==> src/rtl/muxport_pkg.sv <==
package muxport_pkg;

  localparam int REG_ADDR_W = 2;

  typedef enum logic [1:0] {
    MODE_SINGLE = 2'b00,
    MODE_EXPAND = 2'b01,
    MODE_BOOT   = 2'b10,
    MODE_TEST   = 2'b11
  } portMode_t;

  typedef enum logic [1:0] {
    SEL_PORT = 2'd0,
    SEL_DIR  = 2'd1,
    SEL_PULL = 2'd2,
    SEL_NONE = 2'd3
  } readSel_t;

  typedef struct packed {
    logic     wrData;
    logic     wrDir;
    logic     wrPull;
    logic     busOwn;
    logic     busDrive;
    readSel_t rdSel;
  } portCtrl_t;

endpackage

==> src/rtl/muxport_ctrl.sv <==
module muxport_ctrl
  import muxport_pkg::*;
#(
  parameter bit IS_DATA = 1'b1
) (
  input  logic [1:0]            mode,
  input  logic [REG_ADDR_W-1:0] regAddr,
  input  logic                  regWrEn,
  input  logic                  busWrStrobe,
  output portCtrl_t             ctrl
);

  portMode_t modeSel;
  readSel_t  addrSel;
  logic      busOwn;

  assign modeSel = portMode_t'(mode);
  assign addrSel = readSel_t'(regAddr);

  always_comb begin
    unique case (modeSel)
      MODE_EXPAND, MODE_TEST: busOwn = 1'b1;
      default:                busOwn = 1'b0;
    endcase
  end

  always_comb begin
    ctrl.wrData   = regWrEn && (addrSel == SEL_PORT);
    ctrl.wrDir    = regWrEn && (addrSel == SEL_DIR);
    ctrl.wrPull   = regWrEn && (addrSel == SEL_PULL);
    ctrl.busOwn   = busOwn;
    ctrl.busDrive = busOwn && (IS_DATA ? busWrStrobe : 1'b1);
    ctrl.rdSel    = addrSel;
  end

endmodule

==> src/rtl/muxport_dp.sv <==
module muxport_dp
  import muxport_pkg::*;
#(
  parameter int W           = 8,
  parameter int SYNC_STAGES = 2,
  parameter bit IS_DATA     = 1'b1
) (
  input  logic         clk,
  input  logic         rstN,
  input  portCtrl_t    ctrl,
  input  logic [W-1:0] regWrData,
  input  logic [W-1:0] busAddrHi,
  input  logic [W-1:0] busWrData,
  input  logic [W-1:0] pinIn,
  output logic [W-1:0] regRdData,
  output logic [W-1:0] pinOut,
  output logic [W-1:0] pinOe,
  output logic [W-1:0] pullEn,
  output logic [W-1:0] busRdData
);

  localparam int LAST = SYNC_STAGES - 1;

  logic [W-1:0] dataQ, dirQ, pullQ;
  logic [W-1:0] syncQ [SYNC_STAGES];
  logic [W-1:0] pinSync, portView, busSrc;

  always_ff @(posedge clk or negedge rstN) begin
    if (!rstN) begin
      dataQ <= '0;
      dirQ  <= '0;
      pullQ <= '0;
    end else begin
      if (ctrl.wrData) dataQ <= regWrData;
      if (ctrl.wrDir)  dirQ  <= regWrData;
      if (ctrl.wrPull) pullQ <= regWrData;
    end
  end

  for (genvar g = 0; g < SYNC_STAGES; g++) begin : g_sync
    always_ff @(posedge clk or negedge rstN) begin
      if (!rstN) syncQ[g] <= '0;
      else if (g == 0) syncQ[g] <= pinIn;
      else syncQ[g] <= syncQ[(g == 0) ? 0 : g - 1];
    end
  end

  assign pinSync  = syncQ[LAST];
  assign portView = (dirQ & dataQ) | (~dirQ & pinSync);

  always_comb begin
    unique case (ctrl.rdSel)
      SEL_PORT: regRdData = portView;
      SEL_DIR:  regRdData = dirQ;
      SEL_PULL: regRdData = pullQ;
      default:  regRdData = '0;
    endcase
  end

  assign busSrc    = IS_DATA ? busWrData : busAddrHi;
  assign pinOut    = ctrl.busOwn ? busSrc : dataQ;
  assign pinOe     = ctrl.busOwn ? {W{ctrl.busDrive}} : dirQ;
  assign pullEn    = pullQ & ~pinOe;
  assign busRdData = (IS_DATA && ctrl.busOwn) ? pinIn : '0;

endmodule

==> src/rtl/muxport.sv <==
module muxport
  import muxport_pkg::*;
#(
  parameter int W           = 8,
  parameter int SYNC_STAGES = 2,
  parameter bit IS_DATA     = 1'b1
) (
  input  logic                  clk,
  input  logic                  rstN,
  input  logic [1:0]            mode,
  input  logic [REG_ADDR_W-1:0] regAddr,
  input  logic                  regWrEn,
  input  logic [W-1:0]          regWrData,
  output logic [W-1:0]          regRdData,
  input  logic [W-1:0]          busAddrHi,
  input  logic                  busWrStrobe,
  input  logic [W-1:0]          busWrData,
  output logic [W-1:0]          busRdData,
  input  logic [W-1:0]          pinIn,
  output logic [W-1:0]          pinOut,
  output logic [W-1:0]          pinOe,
  output logic [W-1:0]          pullEn
);

  portCtrl_t ctrl;

  muxport_ctrl #(.IS_DATA(IS_DATA)) u_ctrl (
    .mode        (mode),
    .regAddr     (regAddr),
    .regWrEn     (regWrEn),
    .busWrStrobe (busWrStrobe),
    .ctrl        (ctrl)
  );

  muxport_dp #(.W(W), .SYNC_STAGES(SYNC_STAGES), .IS_DATA(IS_DATA)) u_dp (
    .clk       (clk),
    .rstN      (rstN),
    .ctrl      (ctrl),
    .regWrData (regWrData),
    .busAddrHi (busAddrHi),
    .busWrData (busWrData),
    .pinIn     (pinIn),
    .regRdData (regRdData),
    .pinOut    (pinOut),
    .pinOe     (pinOe),
    .pullEn    (pullEn),
    .busRdData (busRdData)
  );

endmodule

==> config.mk <==
export PLATFORM = sky130hd
export DESIGN_NAME = muxport
export DESIGN_NICKNAME = d
export VERILOG_FILES = /design/src/rtl/muxport_pkg.sv /design/src/rtl/muxport_ctrl.sv /design/src/rtl/muxport_dp.sv /design/src/rtl/muxport.sv
export SDC_FILE = /design/constraint.sdc
export NUM_CORES = 1
export LEC_CHECK = 0
export ABC_AREA = 1
export ABC_CLOCK_PERIOD_IN_PS = 800
export BUFFER_PORTS_ARGS = -buffer_cell sky130_fd_sc_hd__buf_2
export CORE_MARGIN = 2
export CORE_UTILIZATION = 48
export DETAILED_ROUTE_END_ITERATION = 12
export PLACE_DENSITY = 0.79
export SYNTH_ARGS = -nofsm -noshare
export SYNTH_HDL_FRONTEND = slang
export SYNTH_SLANG_ARGS = --single-unit
==> constraint.sdc <==
create_clock -name clk -period 0.8 [get_ports clk]
set_input_delay 0 -clock clk [delete_from_list [all_inputs] [get_ports clk]]
set_output_delay 0 -clock clk [all_outputs]
set_load 0.02 [all_outputs]
==> results of run 1 <==
## area by class of cell
type,count,area (µm²),share of cell area [%]
flip-flops and latches,40,1000,30.0
inverters,52,196,5.88
repair buffers,114,970,29.0
clock inverters,2,60.1,1.80
well taps,50,62.6,1.87
clock buffers,5,68.8,2.06
multi-input cells,173,980,29.3
## cells in the final DEF, fill, tap and decap left out
cell type / n
nand2_1: 105
buf_2: 38
dlygate4sd3_1: 17
clkbuf_8: 5
inv_2: 19
o21ai_2: 6
nand3_1: 27
buf_4: 24
inv_1: 32
nand3_4: 2
nand3_2: 5
o21ai_1: 1
bufinv_16: 2
clkinv_2: 1
nor2_4: 7
dfrtp_1: 40
nor2_2: 1
buf_12: 4
nor2_8: 1
nand2_2: 9
o21ai_4: 9
buf_6: 31
## layer usage
metal | routed length [µm] | share of wire (%) | track usage, % | vias up
li1 | - | - | - | 1047
met1 | 2330 | 37 | 32.7 | 1013
met2 | 3310 | 53 | 44.7 | 126
met3 | 483 | 7.7 | 3.25 | 22
met4 | 145 | 2.3 | 13.2 | 0
met5 | 0 | 0 | 0 | -
## synthesized netlist by cell type
cell	count	area, µm²
nand2_1	113	424
inv_1	48	180
dfrtp_1	40	1000
nand3_1	30	150
o21ai_0	16	80.1
nor2_1	8	30.0
buf_2	3	15.0
buf_6	3	33.8
inv_2	3	11.3
nand3_2	2	20.0
nand3_4	2	35.0
buf_4	1	7.51
clkinv_2	1	5.00
nand2_2	1	6.26
nor2_8	1	20.0
## flip-flops by register name (all words and copies together), names as in the netlist
signal,count
u_dp.dirQ,8
u_dp.pinSync,8
u_dp.dataQ,8
u_dp.syncQ,8
u_dp.pullQ,8
## critical path, cell delays in order, from the launching register on
cell and delay (ps):
dfrtp_1 450, inv_2 130, nand2_2 60, nand3_2 70, nand2_2 60, buf_6 130
## cell families after synthesis
family / after synthesis
compound gates: 16
buf+inv: 59
flops: 40
simple gates: 157
## per-stage QoR
| step | setup TNS, ps | area (µm²) |
|---|---|---|
| finish | -9440 | 3340 |
| global route | -10640 | 3340 |
| CTS | -9210 | 3200 |
| detailed placement | -761 | 2660 |
| global placement | -188 | 2660 |
| floorplan | -3.66 | 2100 |
## timing repair
item                                    CTS  global route
hold endpoints to repair                 64             0
endpoints found under the setup margin   32            40
setup buffers                             3             3
gates cloned                              0             0
pin swaps                                15            14
hold buffers                             17             0
gates resized for setup                  78            31
## power groups by stage
| stage | Sequential [mW] | Clock (mW) | Combinational (mW) |
|---|---|---|---|
| floorplan | 2.41 | 0 | 1.05 |
| global placement | 2.45 | 0 | 1.59 |
| detailed placement | 2.46 | 0 | 1.63 |
| CTS | 2.45 | 1.90 | 2.05 |
| global route | 2.48 | 1.99 | 2.43 |
| finish | 2.47 | 1.90 | 2.26 |
## worst paths after layout
| path | start | endpoint | slack, ps |
|---|---|---|---|
| hold / removal | regWrEn | u_dp.dataQ[5] | 90 |
| min in group asynchronous | rstN | u_dp.syncQ[15] | 210 |
| hold reg to reg | u_dp.syncQ[15] | u_dp.pinSync[7] | 350 |
| max in group asynchronous | rstN | u_dp.dataQ[3] | 410 |
| setup reg to reg | u_dp.dataQ[0] | u_dp.dataQ[0] | -50 |
| setup / recovery | u_dp.dirQ[3] | regRdData[3] | -380 |
==> results.cfg, run 1 <==
[sta]
finalMaxSlewViolations = 0
max_slew.worst_pin.slew_ps = 242
timing.hold.ws_ps = 91.0
max_clock_freq_mhz = 848
hold_violations = 0
clock_skew_ps = 0.222
layout_min_cycle_time_ps = 1180
rsz0062_at_grt = yes
slew_headroom_pct = 83.9
setup_viol = 33
setup_slack_ps = -379
timing.final.crit_share_pct = 147

[cells_and_area]
fin_cells = 436
antennaDiodeCount = 0
post_route_cells_drive_above_1_share_pct = 42.5
syn2layout_area_growth_pct = 65.3
final_core_util_pct = 82.9
final_nets = 426
fill_cells = 204

[route]
vias_per_cell = 5.06
drtIter0Drc = 246
drt_wl_total_um = 6260
post_drt_wl_per_cell_um = 14.4
drc_errors = 0
dr.pass1.iters = 6
vias = 2208
drtAntennaViolNets = 0

[power_and_ir_drop]
power.switching_mw = 2.13
internal-power_mw = 4.50
p_leak_nw = 1.83
sw_frac_of_total_pct = 32.1
clock_power_share_pct = 28.7
ir_drop_mv = 1.25
p_per_area_mw_per_mm2 = 1990
p_comb_share_pct = 34.1
seqPwrFrac_pct = 37.2
total_power_mw = 6.63

[critical_path]
crit_arrival_ps = 1180
crit_path_end_kind = output port
required_ps = 800
cp-start-kind = flip-flop
reg2reg_depth = 4
cp_max_fo = 4
path_class = flip-flop to output port

[logic_synthesis]
yosysSeqAreaShare_pct = 49.6
synth-simple-area-share_pct = 34.0
muxShareOfSynthArea_pct = 0
synth_compound_area_share_pct = 3.97
ys_ff_latch = 40
synth-xor-area-share_pct = 0
synth_cell_types = 15
syn_avg_cell_area_um2 = 7.42
synth_top_family_by_area = simple AND/OR/NAND/NOR gates
synth_nets = 312
synth_area_mm2 = 0.00202
ys_warn_count = 0
syn_inst = 272
yosys.area_share.adder_pct = 0

[hold_path]
worstHoldPathCells = 3
hp-class = input port to flip-flop

[floorplanning]
dieHeight_um = 68.9
dieArea_mm2 = 0.00474
core_mm2 = 0.00403
initial_core_util_pct = 50.1
die_w_um = 68.9
rows = 23
io_pins = 80

[placed_design]
dp_slack_ps = -52.7
portBuffers = 70
post-dp-hpwl_um = 3970
dp.cells = 406
gp_congestion = 0.892

[outcome]
violations = setup timing
status = finished, violations left

[flow_run]
maxCapViolCount = 0

[global_routing]
grt_pass1_wl_um = 9020
overflow = 0
grt_pass1_vias = 1982
track_usage_pct = 26.2
grt_max_degree = 41
antenna_found_initial = 0

[clocking]
path_clk_slew_ps = 80
ctsHtreeMaxLevel = 2
tritoncts = built
clockBufferDepth = 2
cts_sinks = 40
cts-root-buf = clkbuf_8
clk_latency_ps = 280
cts_inserted_buffers = 5
No activity file was read; power rests on OpenSTA's default activity.
==> inputs of run 2 (changes only) <==
GPL_TIMING_DRIVEN = 0   (was not set)
==> results.cfg, run 2 (synthesis gave the netlist of run 1 again) <==
[placed_design]
placed_area_mm2 = 0.00252
post-dp-hpwl_um = 3720
portBuffers = 70
gp_congestion = 0.811
dp_slack_ps = -116

[cells_and_area]
fin_area_mm2 = 0.00316
final_core_util_pct = 78.4
syn2layout_area_growth_pct = 56.5
final_nets = 411
antennaDiodeCount = 0
fill_cells = 260
final_cell_mix = nand2_1, buf_2, dfrtp_1, buf_6, inv_1
final_common_cell = nand2_1
post_route_cells_drive_above_1_share_pct = 41.4

[clocking]
hold_buffers = 16
cts_sinks = 40
cts-root-buf = clkbuf_8
path_clk_slew_ps = 80
ctsHtreeMaxLevel = 2
clockBufferDepth = 2
tritoncts = built
cts_inserted_buffers = 5
clk_latency_ps = 290

[route]
vias_per_cell = 5.12
vias = 2162
drtIter0Drc = 203
drt_wl_total_um = 5980
dr.pass1.iters = 6
drc_errors = 0
drtAntennaViolNets = 0
post_drt_wl_per_cell_um = 14.2

[floorplanning]
dieArea_mm2 = 0.00474
rows = 23
die_w_um = 68.9
core_mm2 = 0.00403
initial_core_util_pct = 50.1
dieHeight_um = 68.9
io_pins = 80

[sta]
timing.hold.ws_ps = -193
max_slew.worst_pin.slew_ps = 853
slew_headroom_pct = 43.2
rsz0062_at_grt = yes
setup_viol = 33
max_clock_freq_mhz = 842
setup_slack_ps = -388
layout_min_cycle_time_ps = 1190
timing.final.crit_share_pct = 148
hold_violations = 40
finalMaxSlewViolations = 0
clock_skew_ps = 5.20
finalSetupTns_ps = -9540

[critical_path]
cp-start-kind = flip-flop
path_class = flip-flop to output port
r2r_setup_slack_ps = 0
cp_max_fo = 4
crit_arrival_ps = 1190
required_ps = 800
crit_path_end_kind = output port
reg2reg_depth = 3

[power_and_ir_drop]
internal-power_mw = 4.11
power.switching_mw = 2.13
seqPwrFrac_pct = 39.4
clock_power_share_pct = 26.2
p_leak_nw = 1.74
p_comb_share_pct = 34.4
p_per_area_mw_per_mm2 = 1970
sw_frac_of_total_pct = 34.1
ir_drop_mv = 1.31
total_power_mw = 6.23

[outcome]
violations = hold timing, setup timing
status = finished, violations left

[global_routing]
track_usage_pct = 24.2
grt_pass1_wl_um = 8340
grt_pass1_vias = 1797
antenna_found_initial = 0
overflow = 0
grt_max_degree = 41

[flow_run]
maxCapViolCount = 0

[hold_path]
hp-class = input port to async pin
[run 2: changes by cell type in the layout (fill, tap and decap cells not counted), moves of 2 or more]
cell | previous run | this run
nand2_2 | 9 | 13
buf_6 | 31 | 34
nand2_1 | 105 | 101
buf_4 | 24 | 8
buf_12 | 4 | 0
buf_2 | 38 | 40
[run 2: critical path: stages (launching register included)]
cell and delay (ps):
dfrtp_1 430, nand3_1 120, nand2_1 60, inv_1 80
nand2_1 80, buf_6 140
[run 2: power by group through the flow]
stage / clock [mW] / combinational (mW) / sequential (mW)
floorplan: 0 / 1.05 / 2.41
global placement: 0 / 1.49 / 2.44
detailed placement: 0 / 1.53 / 2.45
CTS: 1.66 / 1.93 / 2.44
global route: 1.73 / 2.31 / 2.47
finish: 1.63 / 2.14 / 2.46
[run 2: final cells by class]
type	count	area, µm²	share of cell area, %
clock buffers	5	68.8	2.18
inverters	52	196	6.22
well taps	50	62.6	1.98
plain buffers	7	58.8	1.86
repair buffers	92	752	23.8
flip-flops and latches	40	1000	31.7
multi-input cells	173	978	31.0
clock inverters	3	42.5	1.35
[run 2: routing by layer]
| layer | routed length [µm] | part of all wire, % | track usage [%] | vias up |
|---|---|---|---|---|
| li1 | - | - | - | 1012 |
| met1 | 2330 | 39 | 33.0 | 997 |
| met2 | 2990 | 50 | 37.1 | 131 |
| met3 | 464 | 7.8 | 3.73 | 22 |
| met4 | 192 | 3.2 | 12.7 | 0 |
| met5 | 0 | 0 | 0 | - |
[run 2: stage by stage]
stage	hold WS, ps	std cells
3_3_place_gp	121	392
4_1_cts	-155	417
6_report	-193	422
5_1_grt	-108	422
2_1_floorplan	-296	272
3_5_place_dp	122	392
[run 2: final timing paths]
check	end	start
max	regRdData[5]	u_dp.dirQ[5]
min	u_dp.pinSync[0]	rstN
max reg2reg	u_dp.dirQ[0]	u_dp.dirQ[0]
min reg2reg	u_dp.pinSync[7]	u_dp.syncQ[15]
max in group asynchronous	u_dp.pinSync[1]	rstN
min in group clk	u_dp.dirQ[3]	regWrEn
[run 2: timing repair]
action,in CTS,in global routing
buffers inserted,1,5
pin swaps,14,17
endpoints found under the setup margin,32,36
endpoints found under the hold margin,69,40
gates cloned,0,0
gates resized for setup,79,30
